[src/rtl/itmr_pkg.sv]
package itmr_pkg;

    localparam int CNT_W    = 8;
    localparam int SEL_W    = 3;
    localparam int MIN_LOG2 = 3;
    localparam int NUM_TAPS = 1 << SEL_W;
    localparam int CHAIN_W  = MIN_LOG2 + NUM_TAPS - 1;

    typedef struct packed {
        logic             spare;
        logic             wake_en;
        logic             rc_wd_en;
        logic             wd_en;
        logic             clr;
        logic [SEL_W-1:0] rate;
    } ctl_t;

    localparam ctl_t CTL_RST = '{spare: 1'b0, wake_en: 1'b0, rc_wd_en: 1'b0,
                                 wd_en: 1'b1, clr: 1'b0, rate: '1};

    function automatic ctl_t ctl_from_byte(input logic [7:0] b);
        ctl_t c;
        c       = ctl_t'(b);
        c.spare = 1'b0;
        return c;
    endfunction

endpackage

[src/rtl/itmr_ctrl.sv]
module itmr_ctrl
    import itmr_pkg::*;
(
    input  logic       clk,
    input  logic       rst,
    input  logic       wr_en,
    input  logic [7:0] wr_data,
    output ctl_t       ctl
);

    always_ff @(posedge clk) begin
        if (rst) begin
            ctl <= CTL_RST;
        end else if (wr_en) begin
            ctl <= ctl_from_byte(wr_data);
        end else begin
            ctl.clr <= 1'b0;
        end
    end

    AST_CLR_SELF_DROP: assert property (@(posedge clk) disable iff (rst)
        (ctl.clr && !(wr_en && wr_data[3])) |=> !ctl.clr);

endmodule

[src/rtl/itmr_prescaler.sv]
module itmr_prescaler
    import itmr_pkg::*;
#(
    parameter int P_MIN_LOG2 = MIN_LOG2,
    parameter int P_SEL_W    = SEL_W
)(
    input  logic               clk,
    input  logic               rst,
    input  logic               restart,
    input  logic [P_SEL_W-1:0] rate,
    output logic               tick
);

    localparam int TAPS = 1 << P_SEL_W;
    localparam int CW   = P_MIN_LOG2 + TAPS - 1;

    logic [CW-1:0]   chain;
    logic [TAPS-1:0] taps;

    always_ff @(posedge clk) begin
        if (rst || restart) begin
            chain <= '0;
        end else begin
            chain <= chain + 1'b1;
        end
    end

    for (genvar i = 0; i < TAPS; i++) begin : g_tap
        assign taps[i] = &chain[P_MIN_LOG2+i-1:0];
    end

    assign tick = taps[rate];

    AST_NO_TICK_AFTER_RESTART: assert property (@(posedge clk) disable iff (rst)
        restart |=> !tick);

endmodule

[src/rtl/itmr_counter.sv]
module itmr_counter
    import itmr_pkg::*;
#(
    parameter int P_CNT_W = CNT_W
)(
    input  logic               clk,
    input  logic               rst,
    input  logic               clear,
    input  logic               tick,
    input  logic               ack,
    output logic [P_CNT_W-1:0] count,
    output logic               irq,
    output logic               ovf_pulse
);

    logic wrap;

    assign wrap = tick && !clear && (count == '1);

    always_ff @(posedge clk) begin
        if (rst) begin
            count     <= '0;
            irq       <= 1'b0;
            ovf_pulse <= 1'b0;
        end else begin
            if (clear) begin
                count <= '0;
            end else if (tick) begin
                count <= count + 1'b1;
            end
            irq       <= wrap || (irq && !ack);
            ovf_pulse <= wrap;
        end
    end

    AST_COUNT_STEP: assert property (@(posedge clk) disable iff (rst)
        !$stable(count) |-> (count == P_CNT_W'($past(count) + 1'b1)) || (count == '0));
    AST_WRAP_RAISES_IRQ: assert property (@(posedge clk) disable iff (rst)
        (tick && !clear && count == '1) |=> (irq && ovf_pulse && count == '0));
    AST_IRQ_HOLDS: assert property (@(posedge clk) disable iff (rst)
        (irq && !ack) |=> irq);
    AST_ACK_CLEARS: assert property (@(posedge clk) disable iff (rst)
        (irq && ack && !(tick && !clear && count == '1)) |=> !irq);
    AST_WRAP_BEATS_ACK: assert property (@(posedge clk) disable iff (rst)
        (ack && tick && !clear && count == '1) |=> irq);
    AST_TICK_ONE_CYCLE: assert property (@(posedge clk) disable iff (rst)
        ovf_pulse |=> !ovf_pulse);

endmodule

[src/rtl/tick_interval_timer.sv]
module tick_interval_timer
    import itmr_pkg::*;
(
    input  logic       clk,
    input  logic       rst,
    input  logic       wr_en,
    input  logic [7:0] wr_data,
    output logic [7:0] rd_data,
    input  logic       irq_ack,
    output logic       irq_req,
    output logic       wdt_tick,
    output logic       mode_wake,
    output logic       mode_rcwd,
    output logic       mode_wdog
);

    ctl_t             ctl;
    logic             pre_tick;
    logic [CNT_W-1:0] count;

    itmr_ctrl u_ctrl (
        .clk     (clk),
        .rst     (rst),
        .wr_en   (wr_en),
        .wr_data (wr_data),
        .ctl     (ctl)
    );

    itmr_prescaler #(.P_MIN_LOG2(MIN_LOG2), .P_SEL_W(SEL_W)) u_pre (
        .clk     (clk),
        .rst     (rst),
        .restart (ctl.clr),
        .rate    (ctl.rate),
        .tick    (pre_tick)
    );

    itmr_counter #(.P_CNT_W(CNT_W)) u_cnt (
        .clk       (clk),
        .rst       (rst),
        .clear     (ctl.clr),
        .tick      (pre_tick),
        .ack       (irq_ack),
        .count     (count),
        .irq       (irq_req),
        .ovf_pulse (wdt_tick)
    );

    assign rd_data   = count;
    assign mode_wake = ctl.wake_en;
    assign mode_rcwd = ctl.rc_wd_en;
    assign mode_wdog = ctl.wd_en;

    AST_CLEAR_ZEROES_COUNT: assert property (@(posedge clk) disable iff (rst)
        ctl.clr |=> (rd_data == 8'h00));

endmodule

[config.mk]
export PLATFORM = sky130hd
export DESIGN_NAME = tick_interval_timer
export DESIGN_NICKNAME = d
export VERILOG_FILES = /design/src/rtl/itmr_pkg.sv /design/src/rtl/itmr_ctrl.sv /design/src/rtl/itmr_prescaler.sv /design/src/rtl/itmr_counter.sv /design/src/rtl/tick_interval_timer.sv
export SDC_FILE = /design/constraint.sdc
export NUM_CORES = 1
export LEC_CHECK = 0
export ABC_AREA = 0
export CORE_UTILIZATION = 45
export DETAILED_ROUTE_END_ITERATION = 6
export PLACE_DENSITY = 0.71
export SETUP_SLACK_MARGIN = 0.5
export SLEW_MARGIN = 0
export SYNTH_ARGS = -nofsm -noshare
export SYNTH_HDL_FRONTEND = slang
export SYNTH_SLANG_ARGS = --single-unit
export TNS_END_PERCENT = 50
[constraint.sdc]
create_clock -name clk -period 5.9 [get_ports clk]
set_input_delay 1.18 -clock clk [delete_from_list [all_inputs] [get_ports clk]]
set_output_delay 1.18 -clock clk [all_outputs]
set_load 0.01 [all_outputs]
==> flow_summary.ini, run 1 <==
[setup_path]
end_kind = output pin
critPathMaxStageDelay_ps = 580
crit_arrival_ps = 1370
required_ps = 4720
cp_cell_sequence = clkdlybuf4s50_1
cp_num_buf_inv = 1
crit_path_start_kind = flip-flop
path_delay_family = buffers and inverters
crit_type = reg2out
critPathMaxFanout = 7
cp_slowest_cell = clkdlybuf4s50_1

[detailed_routing]
wirelength_um = 2290
drc = 0
drt.antenna.violating_nets = 0
vias_per_cell = 5.36
via_count = 971
dr.pass1.iters = 4
wl_per_cell_um = 12.6
drt-initial-drc-count = 19

[timing]
finalCritPeriodShare_pct = 43.2
skew_ps = 3.43
setup_violations = 0
relSlewSlack_pct = 64.8
setup_ws_ps = 3350
period_needed_ps = 2550
final_hold_viol_count = 0
tightest_slew_ps = 526
fmax_ghz = 0.393
maxSlewViolCount = 0
tns_ps = 0
rsz0062_at_grt = no

[die]
fp.dieH_um = 54.1
coreArea_mm2 = 0.00252
start_util_pct = 48.5
die-width_um = 54.1
dieArea_mm2 = 0.00293
floorplan.rows = 18
ios = 25

[grt]
grt_pass1_vias = 872
grt_max_degree = 15
grt_overflow = 0
grt_pass1_wl_um = 3820
track_usage_pct = 18.2
antenna_found_initial = 0

[flow_run]
maxCapViolCount = 0

[synth]
yosys_warnings = 0
synth_compound_area_share_pct = 13.2
async_reset_ff_share_pct = 0
synth_top_family_by_area = simple AND/OR/NAND/NOR gates
synth-simple-area-share_pct = 24.9
syn_avg_cell_area_um2 = 9.63
synth_xor_area_share_pct = 3.58
synth_mux_area_share_pct = 6.55
synth_edf_count = 0
ys_ff_latch = 27
synth_fp_nets = 144
ys_seq_area_share_pct = 44.2
synth_ff_type = dfxtp_1
synth.distinct_cells = 36
syn_inst = 127
synthesis.area_mm2 = 0.00122
yosys.area_share.adder_pct = 5.12

[clock_tree]
cts-hold-fix-buffers = 0
cts_buffers = 3
cts.sinks = 27
tritoncts = done
cts-root-buf = clkbuf_4
cts.htree.levels = 1
postCtsSetupRepairBufs = 0
clkLatencyLatePin_ps = 320
cts_resized = 0
clkTransAtPathRegs_ps = 140
clockBufferDepth = 2

[layout]
nets = 169
area_growth_pct = 22.5
drive_above_1_share_pct = 7.28
fill_cells = 238
antennaDiodeCount = 0

[placed_design]
place_ws_ps = 3010
hpwl_um = 1720
gp_congestion = 0.785
port_buffers = 23

[min_path]
hp-class = reg2reg

[pwr]
power_density_mw_per_mm2 = 201
vdd_ir_drop_max_v = 0.000168
leakagePower_nw = 0.602

[run_status]
status = finished clean
cell families (layout without fill, tap and decap cells):
| group | Yosys count | count (layout) |
|---|---|---|
| and+or+nand+nor | 54 | 54 |
| DFF | 27 | 27 |
| AOI/OAI and AO/OA | 22 | 22 |
| muxes | 8 | 8 |
| buffers and inverters | 6 | 30 |
| adders and majority gates | 5 | 5 |
| xor gates and xnor gates | 5 | 5 |
path summary, 6_finish.rpt:
check,startpoint,end,slack [ps],depth (start not counted)
setup / recovery,u_cnt.count[0]$_SDFFE_PP0N_,rd_data[0],3350,1
hold reg to reg,u_pre.chain[0]$_SDFF_PP0_,u_pre.chain[0]$_SDFF_PP0_,490,1
hold / removal,u_pre.chain[0]$_SDFF_PP0_,u_pre.chain[0]$_SDFF_PP0_,490,1
setup reg to reg,u_pre.chain[0]$_SDFF_PP0_,u_cnt.count[3]$_SDFFE_PP0N_,3370,10
per-stage QoR:
| stage | hold slack, ps | util (%) | instances | area, um^2 | total power [mW] |
|---|---|---|---|---|---|
| floorplan | 430 | - | 127 | 1220 | 0.212 |
| finish | 492 | 59.4 | 181 | 1500 | 0.302 |
| global placement | 448 | 58.3 | 177 | 1470 | 0.224 |
| global route | 500 | 59.4 | 181 | 1500 | 0.317 |
| CTS | 493 | 59.4 | 181 | 1500 | 0.304 |
| detailed placement | 462 | 58.3 | 177 | 1470 | 0.226 |
layout make-up:
cell class                 count  area [um^2]  area share (%)
inverter                       3         11.3           0.752
clock buffer                   4         26.3            1.75
multi-input combinational     94          652            43.5
timing repair buffer          23          230            15.4
tap                           30         37.5            2.51
sequential                    27          541            36.1
layer usage:
metal	track usage [%]	wire length (um)
met5	0	0
met2	30.3	1050
met3	6.21	103
met1	22.5	1110
met4	3.85	23
cell usage after synthesis, types with 3 or more instances:
cell type	count	area, um^2
and2_1	4	25.0
o21ai_0	3	15.0
nand3_1	9	45.0
xor2_1	3	26.3
mux2i_1	8	80.1
ha_1	5	62.6
dfxtp_1	27	541
or3_1	4	25.0
or4_1	3	22.5
nand2_1	9	33.8
nor2_1	10	37.5
and3_1	6	37.5
a21oi_1	5	25.0
where the power goes:
part           internal (mW)  switching (mW)
Combinational         0.0154          0.0140
Clock                 0.0265          0.0535
Sequential             0.187         0.00488
Total                  0.229          0.0724
sequential cells by signal, summed over array words and instances, names as in the netlist:
register and flops:
u_cnt.count 8, u_cnt.irq 1, u_ctrl.ctl 7, u_pre.chain 10, u_cnt.ovf_pulse 1
cell usage in the layout, fill, tap and decap left out, types with 3 or more instances in the layout:
cell type,count
nand3_1,9
nand2_1,9
xor2_1,3
or3_1,4
clkbuf_4,3
or4_1,3
dfxtp_1,27
and2_1,4
clkdlybuf4s50_1,23
mux2i_1,8
o21ai_0,3
a21oi_1,5
ha_1,5
and3_1,6
nor2_1,10
No activity file was read; power rests on OpenSTA's default activity.
==> run 2, diff against run 1 <==
==> constraint.sdc (replaced) <==
create_clock -name clk -period 2.6 [get_ports clk]
set_input_delay 0.52 -clock clk [delete_from_list [all_inputs] [get_ports clk]]
set_output_delay 0.52 -clock clk [all_outputs]
set_load 0.01 [all_outputs]
==> flow_summary.ini, run 2 (synthesized netlist as in run 1, its figures left out) <==
[grt]
grt_max_degree = 17
track_usage_pct = 20.4
grt_pass1_vias = 988
antenna_found_initial = 0
grt_overflow = 0
grt_pass1_wl_um = 4240

[setup_path]
crit_arrival_ps = 2440
crit_path_start_kind = flip-flop
critPathMaxStageDelay_ps = 390
critPathMaxFanout = 7
crit_type = reg2reg
cp_slowest_cell = dfxtp_4
cp_cell_sequence = ha_4 -> and3_4 -> and3_4 -> and3_4 -> ha_4 -> nand2_4 -> o21ai_4 -> a21oi_4 -> buf_6 -> or3_1 -> a21oi_1
worst_path_most_repeated_cell = and3_4
required_ps = 2870
end_kind = flip-flop

[detailed_routing]
drt.antenna.violating_nets = 0
wirelength_um = 2560
via_count = 1052
vias_per_cell = 5.63
wl_per_cell_um = 13.7
dr.pass1.iters = 4
drt-initial-drc-count = 17
drc = 0

[layout]
nets = 175
fill_cells = 210
final_cell_mix = dfxtp_1 (25), clkdlybuf4s50_1 (23), nor2_1 (10)
area_growth_pct = 32.9
antennaDiodeCount = 0
top_regs = u_pre.chain: 10 flops, u_cnt.count: 8 flops, u_ctrl.ctl: 7 flops
largest_reg_flops = 10
top_register = u_pre.chain
drive_above_1_share_pct = 17.2
final_common_cell = dfxtp_1

[placed_design]
hpwl_um = 1860
gp_congestion = 0.778
port_buffers = 23

[timing]
finalCritPeriodShare_pct = 83.7
setup_violations = 0
tns_ps = 0
period_needed_ps = 2170
skew_ps = 19.8
final_hold_viol_count = 0
fmax_ghz = 0.460
relSlewSlack_pct = 65.0
tightest_slew_ps = 522
whs_ps = 512
rsz0062_at_grt = yes
maxSlewViolCount = 0

[die]
coreArea_mm2 = 0.00252
start_util_pct = 48.5
ios = 25
die-width_um = 54.1
dieArea_mm2 = 0.00293
fp.dieH_um = 54.1
floorplan.rows = 18

[pwr]
totalPowerFinal_uw = 706
leakagePower_nw = 0.634
vdd_ir_drop_max_v = 0.000311
power_density_mw_per_mm2 = 435

[run_status]
status = finished clean

[clock_tree]
tritoncts = done
clkTransAtPathRegs_ps = 160
cts.htree.levels = 1
clockBufferDepth = 2
cts.sinks = 27
cts-root-buf = clkbuf_4
clkLatencyLatePin_ps = 340
cts_buffers = 3

[flow_run]
maxCapViolCount = 0

[min_path]
hp-class = reg2reg
-- run 2: cell count changes in the layout (fill, tap and decap cells not counted), moves of 2 or more --
| cell | change |
|---|---|
| and3_4 | +2 |
| buf_4 | +5 |
| ha_4 | +2 |
| ha_1 | -2 |
| dfxtp_1 | -2 |
-- run 2: cell type report --
type                    count  area (um^2)  area share (%)
multi-input cells          94          721            44.4
clock inverters             1         7.51           0.462
flip-flops and latches     27          546            33.6
repair buffers             29          279            17.2
well taps                  30         37.5            2.31
clock buffers               3         22.5            1.39
inverters                   3         11.3           0.693
-- run 2: per-layer routing --
| metal | vias to the layer above | share of wire [%] | wire [um] | GRT usage (%) |
|---|---|---|---|---|
| met1 | 503 | 44 | 1120 | 24.5 |
| li1 | 521 | - | - | - |
| met4 | 0 | 1.6 | 40 | 8.97 |
| met5 | - | 0 | 0 | 0 |
| met2 | 24 | 52 | 1340 | 36.0 |
| met3 | 4 | 2.5 | 64 | 2.54 |
-- run 2: per-stage QoR --
step / worst slack (ps) / utilization, % / cell area, um^2 / std cells
6_report: 425 / 64.4 / 1620 / 187
5_1_grt: 340 / 64.4 / 1620 / 187
4_1_cts: 436 / 64.0 / 1620 / 187
3_5_place_dp: 313 / 59.5 / 1500 / 178
3_3_place_gp: 376 / 59.5 / 1500 / 178
2_1_floorplan: 482 / - / 1240 / 127
-- run 2: power by group --
part           internal, mW  total [mW]  switching (mW)
sequential            0.425       0.439          0.0139
clock                0.0589       0.189           0.130
combinational        0.0431      0.0782          0.0351
total                 0.527       0.706           0.179
-- run 2: worst max-delay path: cells and delay by family, from the launching register on --
kind | cells | cell delay, ps
AO/OA/AOI/OAI | 3 | 360
AND/OR/NAND/NOR | 5 | 940
flip-flops | 1 | 390
buffers and inverters | 1 | 150
adder cells (fa/ha/maj) | 2 | 260
-- run 2: repair_timing --
action                                  in CTS  in global routing
pin swaps                                    9                  0
hold buffers                                 0                  0
resized for setup                            9                  2
buffers inserted                             5                  0
endpoints found under the setup margin       7                  9
gates cloned                                 0                  0
-- run 2: final timing paths --
kind	to	cells after the start	slack [ps]	from
setup reg to reg	u_cnt.count[6]$_SDFFE_PP0N_	11	430	u_pre.chain[0]$_SDFF_PP0_
hold reg to reg	u_ctrl.ctl[4]$_SDFFE_PP1P_	2	510	u_ctrl.ctl[4]$_SDFFE_PP1P_
hold / removal	u_ctrl.ctl[4]$_SDFFE_PP1P_	2	510	u_ctrl.ctl[4]$_SDFFE_PP1P_
setup / recovery	u_cnt.count[6]$_SDFFE_PP0N_	11	430	u_pre.chain[0]$_SDFF_PP0_
